## config.mk

```make
export PLATFORM = sky130hd
export DESIGN_NAME = edw_xlate
export DESIGN_NICKNAME = d
export VERILOG_FILES = /design/src/rtl/edw_pkg.sv /design/src/rtl/edw_page_regs.sv /design/src/rtl/edw_route.sv /design/src/rtl/edw_issue.sv /design/src/rtl/edw_xlate.sv
export SDC_FILE = /design/constraint.sdc
export NUM_CORES = 1
export LEC_CHECK = 0
export ABC_AREA = 0
export ABC_CLOCK_PERIOD_IN_PS = 1900
export BUFFER_PORTS_ARGS = -buffer_cell sky130_fd_sc_hd__buf_2
export CELL_PAD_IN_SITES_DETAIL_PLACEMENT = 0
export CELL_PAD_IN_SITES_GLOBAL_PLACEMENT = 1
export CORE_MARGIN = 4
export CORE_UTILIZATION = 39
export CTS_BUF_LIST = sky130_fd_sc_hd__clkbuf_2
export CTS_CLUSTER_DIAMETER = 30
export CTS_CLUSTER_SIZE = 25
export DETAILED_ROUTE_END_ITERATION = 7
export PLACE_DENSITY = 0.77
export SYNTH_ARGS = -nofsm -noshare
export SYNTH_HDL_FRONTEND = slang
export SYNTH_SLANG_ARGS = --single-unit
```

## constraint.sdc

```tcl
create_clock -name clk -period 1.9 [get_ports clk]
set_clock_uncertainty 0.15 [all_clocks]
set_input_delay 0.19 -clock clk [delete_from_list [all_inputs] [get_ports clk]]
set_output_delay 0.19 -clock clk [all_outputs]
set_load 0.03 [all_outputs]
```

## src/rtl/edw_pkg.sv

```systemverilog
package edw_pkg;
  typedef enum logic [2:0] {
    TGT_NONE,
    TGT_BASE,
    TGT_EXT,
    TGT_PLO,
    TGT_PHI,
    TGT_TRAP
  } tgt_e;
endpackage

```

## src/rtl/edw_page_regs.sv

```systemverilog
module edw_page_regs #(
  parameter int PAGE_W   = 10,
  parameter int RST_PAGE = 1
) (
  input  logic              clk,
  input  logic              rst,
  input  logic              cfg_we,
  input  logic              cfg_sel,
  input  logic [PAGE_W-1:0] cfg_wdata,
  output logic [PAGE_W-1:0] rd_page,
  output logic [PAGE_W-1:0] wr_page
);
  localparam int NREG = 2;

  logic [PAGE_W-1:0] pg_q [NREG];

  always_ff @(posedge clk) begin
    for (int i = 0; i < NREG; i++) begin
      if (rst)
        pg_q[i] <= PAGE_W'(RST_PAGE);
      else if (cfg_we && (cfg_sel == 1'(i)))
        pg_q[i] <= cfg_wdata;
    end
  end

  assign rd_page = pg_q[0];
  assign wr_page = pg_q[1];
endmodule

```

## src/rtl/edw_route.sv

```systemverilog
module edw_route
  import edw_pkg::*;
#(
  parameter int ADDR_W = 16,
  parameter int PAGE_W = 10
) (
  input  logic              req,
  input  logic              we,
  input  logic [ADDR_W-1:0] addr,
  input  logic [PAGE_W-1:0] rd_page,
  input  logic [PAGE_W-1:0] wr_page,
  output tgt_e              tgt,
  output logic [PAGE_W-1:0] page
);
  logic in_win;
  logic prog_rng;
  logic hi_half;

  assign in_win   = addr[ADDR_W-1];
  assign page     = we ? wr_page : rd_page;
  assign prog_rng = page[PAGE_W-1];
  assign hi_half  = page[PAGE_W-2];

  always_comb begin
    if (!req)                  tgt = TGT_NONE;
    else if (!in_win)          tgt = TGT_BASE;
    else if (page == '0)       tgt = TGT_TRAP;
    else if (!prog_rng)        tgt = TGT_EXT;
    else if (we)               tgt = TGT_TRAP;
    else if (hi_half)          tgt = TGT_PHI;
    else                       tgt = TGT_PLO;
  end
endmodule

```

## src/rtl/edw_issue.sv

```systemverilog
module edw_issue
  import edw_pkg::*;
#(
  parameter int ADDR_W = 16,
  parameter int PAGE_W = 10,
  localparam int OFF_W = ADDR_W - 1,
  localparam int EA_W  = PAGE_W - 1 + OFF_W,
  localparam int PA_W  = PAGE_W - 2 + OFF_W
) (
  input  logic              clk,
  input  logic              rst,
  input  tgt_e              tgt,
  input  logic              we,
  input  logic [ADDR_W-1:0] addr,
  input  logic [PAGE_W-1:0] page,
  output logic              base_stb,
  output logic              base_we,
  output logic [ADDR_W-1:0] base_addr,
  output logic              ext_stb,
  output logic              ext_we,
  output logic [EA_W-1:0]   ext_addr,
  output logic              prog_stb,
  output logic              prog_hi,
  output logic [PA_W-1:0]   prog_addr,
  output logic              trap
);
  logic [OFF_W-1:0] off;
  assign off = addr[OFF_W-1:0];

  always_ff @(posedge clk) begin
    if (rst) begin
      base_stb  <= 1'b0;
      base_we   <= 1'b0;
      base_addr <= '0;
      ext_stb   <= 1'b0;
      ext_we    <= 1'b0;
      ext_addr  <= '0;
      prog_stb  <= 1'b0;
      prog_hi   <= 1'b0;
      prog_addr <= '0;
      trap      <= 1'b0;
    end else begin
      base_stb  <= 1'b0;
      base_we   <= 1'b0;
      base_addr <= '0;
      ext_stb   <= 1'b0;
      ext_we    <= 1'b0;
      ext_addr  <= '0;
      prog_stb  <= 1'b0;
      prog_hi   <= 1'b0;
      prog_addr <= '0;
      trap      <= 1'b0;
      case (tgt)
        TGT_BASE: begin
          base_stb  <= 1'b1;
          base_we   <= we;
          base_addr <= addr;
        end
        TGT_EXT: begin
          ext_stb  <= 1'b1;
          ext_we   <= we;
          ext_addr <= {page[PAGE_W-2:0], off};
        end
        TGT_PLO, TGT_PHI: begin
          prog_stb  <= 1'b1;
          prog_hi   <= (tgt == TGT_PHI);
          prog_addr <= {page[PAGE_W-3:0], off};
        end
        TGT_TRAP: trap <= 1'b1;
        default: ;
      endcase
    end
  end
endmodule

```

## src/rtl/edw_xlate.sv

```systemverilog
module edw_xlate
  import edw_pkg::*;
#(
  parameter int ADDR_W   = 16,
  parameter int PAGE_W   = 10,
  parameter int RST_PAGE = 1,
  localparam int OFF_W   = ADDR_W - 1,
  localparam int EA_W    = PAGE_W - 1 + OFF_W,
  localparam int PA_W    = PAGE_W - 2 + OFF_W
) (
  input  logic              clk,
  input  logic              rst,
  input  logic              cfg_we,
  input  logic              cfg_sel,
  input  logic [PAGE_W-1:0] cfg_wdata,
  input  logic              cpu_req,
  input  logic              cpu_we,
  input  logic [ADDR_W-1:0] cpu_addr,
  output logic              base_stb,
  output logic              base_we,
  output logic [ADDR_W-1:0] base_addr,
  output logic              ext_stb,
  output logic              ext_we,
  output logic [EA_W-1:0]   ext_addr,
  output logic              prog_stb,
  output logic              prog_hi,
  output logic [PA_W-1:0]   prog_addr,
  output logic              trap
);
  logic [PAGE_W-1:0] rd_page;
  logic [PAGE_W-1:0] wr_page;
  logic [PAGE_W-1:0] sel_page;
  tgt_e              tgt;

  edw_page_regs #(.PAGE_W(PAGE_W), .RST_PAGE(RST_PAGE)) u_pages (
    .clk       (clk),
    .rst       (rst),
    .cfg_we    (cfg_we),
    .cfg_sel   (cfg_sel),
    .cfg_wdata (cfg_wdata),
    .rd_page   (rd_page),
    .wr_page   (wr_page)
  );

  edw_route #(.ADDR_W(ADDR_W), .PAGE_W(PAGE_W)) u_route (
    .req     (cpu_req),
    .we      (cpu_we),
    .addr    (cpu_addr),
    .rd_page (rd_page),
    .wr_page (wr_page),
    .tgt     (tgt),
    .page    (sel_page)
  );

  edw_issue #(.ADDR_W(ADDR_W), .PAGE_W(PAGE_W)) u_issue (
    .clk       (clk),
    .rst       (rst),
    .tgt       (tgt),
    .we        (cpu_we),
    .addr      (cpu_addr),
    .page      (sel_page),
    .base_stb  (base_stb),
    .base_we   (base_we),
    .base_addr (base_addr),
    .ext_stb   (ext_stb),
    .ext_we    (ext_we),
    .ext_addr  (ext_addr),
    .prog_stb  (prog_stb),
    .prog_hi   (prog_hi),
    .prog_addr (prog_addr),
    .trap      (trap)
  );
endmodule

```

==> run_summary.xml <==
<?xml version="1.0" encoding="UTF-8"?>
<metrics>
  <group name="critical_path">
    <metric name="crit-reg2reg-capture" unit="">u_issue.ext_addr[14]</metric>
    <metric name="worst-r2r-cell-count" unit="">4</metric>
    <metric name="beginning_of_the_critical_path" unit="">cpu_we</metric>
    <metric name="path_max_fanout" unit="">17</metric>
    <metric name="r2r_slack" unit="ps">300</metric>
    <metric name="setup.worst_path.class" unit="">in2reg</metric>
    <metric name="crit_end" unit="">u_issue.ext_addr[14]</metric>
    <metric name="r2r_start" unit="">u_pages.pg_q[1][2]</metric>
    <metric name="worstSetupEndpointType" unit="">flop</metric>
    <metric name="worst-endpoint-arrival" unit="ps">1910</metric>
    <metric name="critPathRequiredTime" unit="ps">2150</metric>
    <metric name="start_kind" unit="">input pin</metric>
  </group>
  <group name="yosys">
    <metric name="post_synthesis_share_of_cell_area_spent_on_xor_and_xnor_gates" unit="%">0</metric>
    <metric name="synth_area_in_compound_gates" unit="%">1.61</metric>
    <metric name="synth-simple-area-share" unit="%">24.5</metric>
    <metric name="average_size_of_a_mapped_cell" unit="µm²">12.0</metric>
    <metric name="synth.yosys.seq_area_share" unit="%">67.8</metric>
    <metric name="post_synth_fa_ha_maj_area_fraction" unit="%">0</metric>
    <metric name="yosys_synthesis_warning_count" unit="">0</metric>
    <metric name="synth_area" unit="mm²">0.00295</metric>
    <metric name="synth_cell_type_count" unit="">30</metric>
    <metric name="syn_inst" unit="">246</metric>
    <metric name="synth_seq_cells" unit="">90</metric>
    <metric name="synth_top_family_by_area" unit="">simple AND/OR/NAND/NOR gates</metric>
    <metric name="yosys-mux-area-fraction" unit="%">3.39</metric>
    <metric name="mappedNetlistNets" unit="">278</metric>
  </group>
  <group name="timing">
    <metric name="final_min_period_over_clock_period" unit="%">87.3</metric>
    <metric name="report.final.slew_viol_count" unit="">0</metric>
    <metric name="fin_setup_tns" unit="ps">0</metric>
    <metric name="period_minus_slack" unit="ps">1660</metric>
    <metric name="maximum_frequency_from_static_timing_analysis" unit="MHz">603</metric>
    <metric name="report.final.setup_viol" unit="">0</metric>
    <metric name="finalHoldViolations" unit="">0</metric>
    <metric name="slew_of_the_pin_with_the_lowest_slew_margin" unit="ps">574</metric>
    <metric name="worst_slew_margin_rel" unit="%">61.7</metric>
    <metric name="rsz0062_at_grt" unit="">false</metric>
    <metric name="holdWs" unit="ps">97.1</metric>
  </group>
  <group name="route">
    <metric name="finalWirelength" unit="mm">5.94</metric>
    <metric name="route.met3.wl" unit="µm">446</metric>
    <metric name="drt_first_pass_iters" unit="">4</metric>
    <metric name="routed-wl-met2" unit="mm">2.84</metric>
    <metric name="vias" unit="">2071</metric>
    <metric name="detail-route-antenna-nets" unit="">0</metric>
    <metric name="avgRoutedWirePerCell" unit="µm">12.2</metric>
    <metric name="drt_iter0_drc" unit="">43</metric>
    <metric name="wl_met1" unit="mm">2.55</metric>
    <metric name="uppermost_metal_layer_occupied_by_signal_nets" unit="">met4</metric>
    <metric name="avgViaCountPerCell" unit="">4.24</metric>
    <metric name="post-route-drc-count" unit="">0</metric>
  </group>
  <group name="grt">
    <metric name="grt_first_pass_wirelength" unit="mm">9.36</metric>
    <metric name="first_global_vias" unit="">1990</metric>
    <metric name="grt_antenna_before_repair" unit="">0</metric>
    <metric name="global_route.overflow_total" unit="">0</metric>
    <metric name="grt_max_degree" unit="">18</metric>
    <metric name="track_usage" unit="%">13.9</metric>
  </group>
  <group name="pwr">
    <metric name="pd_cells" unit="mW/mm²">859</metric>
    <metric name="worst_ir_drop_vdd" unit="V">0.000555</metric>
    <metric name="switching_share" unit="%">24.0</metric>
    <metric name="power_leakage" unit="µW">0.00187</metric>
    <metric name="total_switching_power" unit="µW">823</metric>
    <metric name="internal_power" unit="µW">2610</metric>
    <metric name="combinationalPowerShare" unit="%">9.6</metric>
    <metric name="share_clk_of_total_power" unit="%">30.6</metric>
    <metric name="seqPwrFrac" unit="%">59.8</metric>
  </group>
  <group name="die">
    <metric name="num_io_pins" unit="">102</metric>
    <metric name="die_w" unit="µm">95.0</metric>
    <metric name="placementRows" unit="">31</metric>
    <metric name="start_util" unit="%">40.5</metric>
    <metric name="core" unit="mm²">0.00729</metric>
    <metric name="die_height" unit="µm">95.0</metric>
    <metric name="die_area" unit="mm²">0.00903</metric>
  </group>
  <group name="cells_and_area">
    <metric name="multi_input_comb_area" unit="µm²">876</metric>
    <metric name="antenna_cells" unit="">0</metric>
    <metric name="final.fill_count" unit="">675</metric>
    <metric name="flow.area_growth_from_synthesis" unit="%">35.4</metric>
    <metric name="final_nets" unit="">417</metric>
    <metric name="final_cell_area" unit="mm²">0.00400</metric>
    <metric name="post_route_cells_drive_above_1_share" unit="%">36.7</metric>
    <metric name="sequential_cell_area" unit="mm²">0.00200</metric>
  </group>
  <group name="clocking">
    <metric name="clock_tree.htree_level_count" unit="">3</metric>
    <metric name="cts_inserted_buffers" unit="">9</metric>
    <metric name="buffers_from_clock_root_to_sink_at_most" unit="">2</metric>
    <metric name="worst_setup_hold_path_clk_slew" unit="ps">210</metric>
    <metric name="clock_sink_count" unit="">90</metric>
    <metric name="cts.root.buffer_cell" unit="">clkbuf_2</metric>
    <metric name="clk-insertion-delay-late" unit="ps">520</metric>
    <metric name="resized_after_cts" unit="">0</metric>
    <metric name="cts_tree" unit="">built</metric>
  </group>
  <group name="outcome">
    <metric name="run_status" unit="">completed</metric>
  </group>
  <group name="placement">
    <metric name="placement.cell_area" unit="mm²">0.00354</metric>
    <metric name="hpwlAfterDp" unit="mm">4.33</metric>
    <metric name="place.gp.congestion" unit="">0.791</metric>
    <metric name="io_buffer_count" unit="">101</metric>
  </group>
  <group name="run">
    <metric name="maxCapViolations" unit="">0</metric>
  </group>
  <group name="hold_path">
    <metric name="worstHoldPathType" unit="">in2reg</metric>
  </group>
</metrics>
## critical path: stages
cell and delay, ps:
dlygate4sd3_1 520, buf_2 300, nor4b_1 310, nand3_1 180, nand3_2 320, nor2_1 90
## flip-flops by register name (all words and copies together), names as in the netlist
register,count
u_issue.base_addr,16
u_issue.base_stb,1
u_issue.base_we,1
u_issue.ext_addr,24
u_issue.ext_stb,1
u_issue.ext_we,1
u_issue.prog_addr,23
u_issue.prog_hi,1
u_issue.prog_stb,1
u_issue.trap,1
u_pages.pg_q,20
## Yosys cell counts
| cell type | number | share of area [%] |
|---|---|---|
| a21o_1 | 2 | 0.51 |
| a31oi_1 | 1 | 0.21 |
| and2_1 | 40 | 8.5 |
| and2_4 | 9 | 2.7 |
| and3_1 | 1 | 0.21 |
| and3b_1 | 1 | 0.30 |
| buf_2 | 3 | 0.51 |
| buf_4 | 3 | 0.76 |
| buf_6 | 3 | 1.1 |
| conb_1 | 1 | 0.13 |
| dfxtp_1 | 70 | 47 |
| edfxtp_1 | 20 | 20 |
| inv_1 | 1 | 0.13 |
| mux2_2 | 8 | 3.1 |
| mux2i_1 | 1 | 0.34 |
| nand2_1 | 25 | 3.2 |
| nand2b_1 | 4 | 0.85 |
| nand3_1 | 3 | 0.51 |
| nand3_2 | 1 | 0.34 |
| nand3b_1 | 1 | 0.25 |
| nand3b_4 | 1 | 0.68 |
| nor2_1 | 34 | 4.3 |
| nor2_4 | 1 | 0.38 |
| nor3_1 | 3 | 0.51 |
| nor3b_1 | 2 | 0.51 |
| nor3b_2 | 1 | 0.42 |
| nor4_1 | 3 | 0.64 |
| nor4b_1 | 1 | 0.30 |
| o211ai_4 | 1 | 0.72 |
| o21ai_1 | 1 | 0.17 |
## logic make-up after synthesis
family	after synthesis
DFF	90
other	1
muxes	9
buffers and inverters	10
and+or+nand+nor	131
AOI/OAI and AO/OA	5
## routing by layer
layer  vias up  track usage, %
li1       1071               -
met1       915            16.2
met2        75            23.7
met3        10            3.24
met4         0            7.57
met5         -               0
## cell type report
| type | instances | area share [%] |
|---|---|---|
| Sequential cell | 90 | 50.1 |
| Tap cell | 99 | 3.10 |
| Clock buffer | 9 | 1.13 |
| Inverter | 1 | 0.0939 |
| Timing Repair Buffer | 137 | 21.4 |
| Clock inverter | 7 | 2.28 |
| Multi-Input combinational cell | 146 | 21.9 |
## cells in the final DEF, fill, tap and decap left out, drive strengths merged
master       count
buf            105
dfxtp           70
and2            49
nor2            35
dlygate4sd3     32
nand2           25
edfxtp          20
clkbuf           9
mux2             8
nand2b           4
nand3            4
inv              4
nor4             3
nor3             3
nor3b            3
a21o             2
bufinv           2
clkinv           2
nand3b           2
o21ai            1
o211ai           1
and3b            1
nor4b            1
and3             1
mux2i            1
a31oi            1
conb             1
## power groups by stage
stage	Sequential (µW)	Clock [µW]	Combinational (µW)
2_1_floorplan	2140	0	130
3_3_place_gp	2090	0	283
3_5_place_dp	2090	0	285
4_1_cts	2050	1090	336
5_1_grt	2060	1160	363
6_report	2050	1050	330
## through the flow
| stage | setup WS [ps] | total power [µW] | std cells | utilization [%] |
|---|---|---|---|---|
| floorplan | 453 | 2280 | 246 | - |
| global placement | 233 | 2370 | 441 | 48.6 |
| detailed placement | 217 | 2380 | 441 | 48.6 |
| CTS | 259 | 3480 | 489 | 54.8 |
| global route | 118 | 3590 | 489 | 54.8 |
| finish | 241 | 3430 | 489 | 54.8 |
## how the worst min path moves through the flow
stage / from / end / slack, ps / cells after the start
6_report: cfg_we / u_pages.pg_q[1][0] / 100 / 4
5_1_grt: cfg_we / u_pages.pg_q[1][0] / 70 / 4
4_1_cts: cfg_we / u_pages.pg_q[1][0] / 40 / 4
3_5_place_dp: cpu_addr[13] / u_issue.prog_addr[13] / 270 / 2
3_3_place_gp: cpu_addr[4] / u_issue.base_addr[4] / 280 / 2
2_1_floorplan: cpu_addr[0] / u_issue.ext_addr[0] / 150 / 2
## timing repair
item / CTS / global route
hold buffers: 32 / 0
hold endpoints to repair: 80 / 0
buffers inserted: 0 / 0
Note: power is estimated with default switching activity, not from simulation.
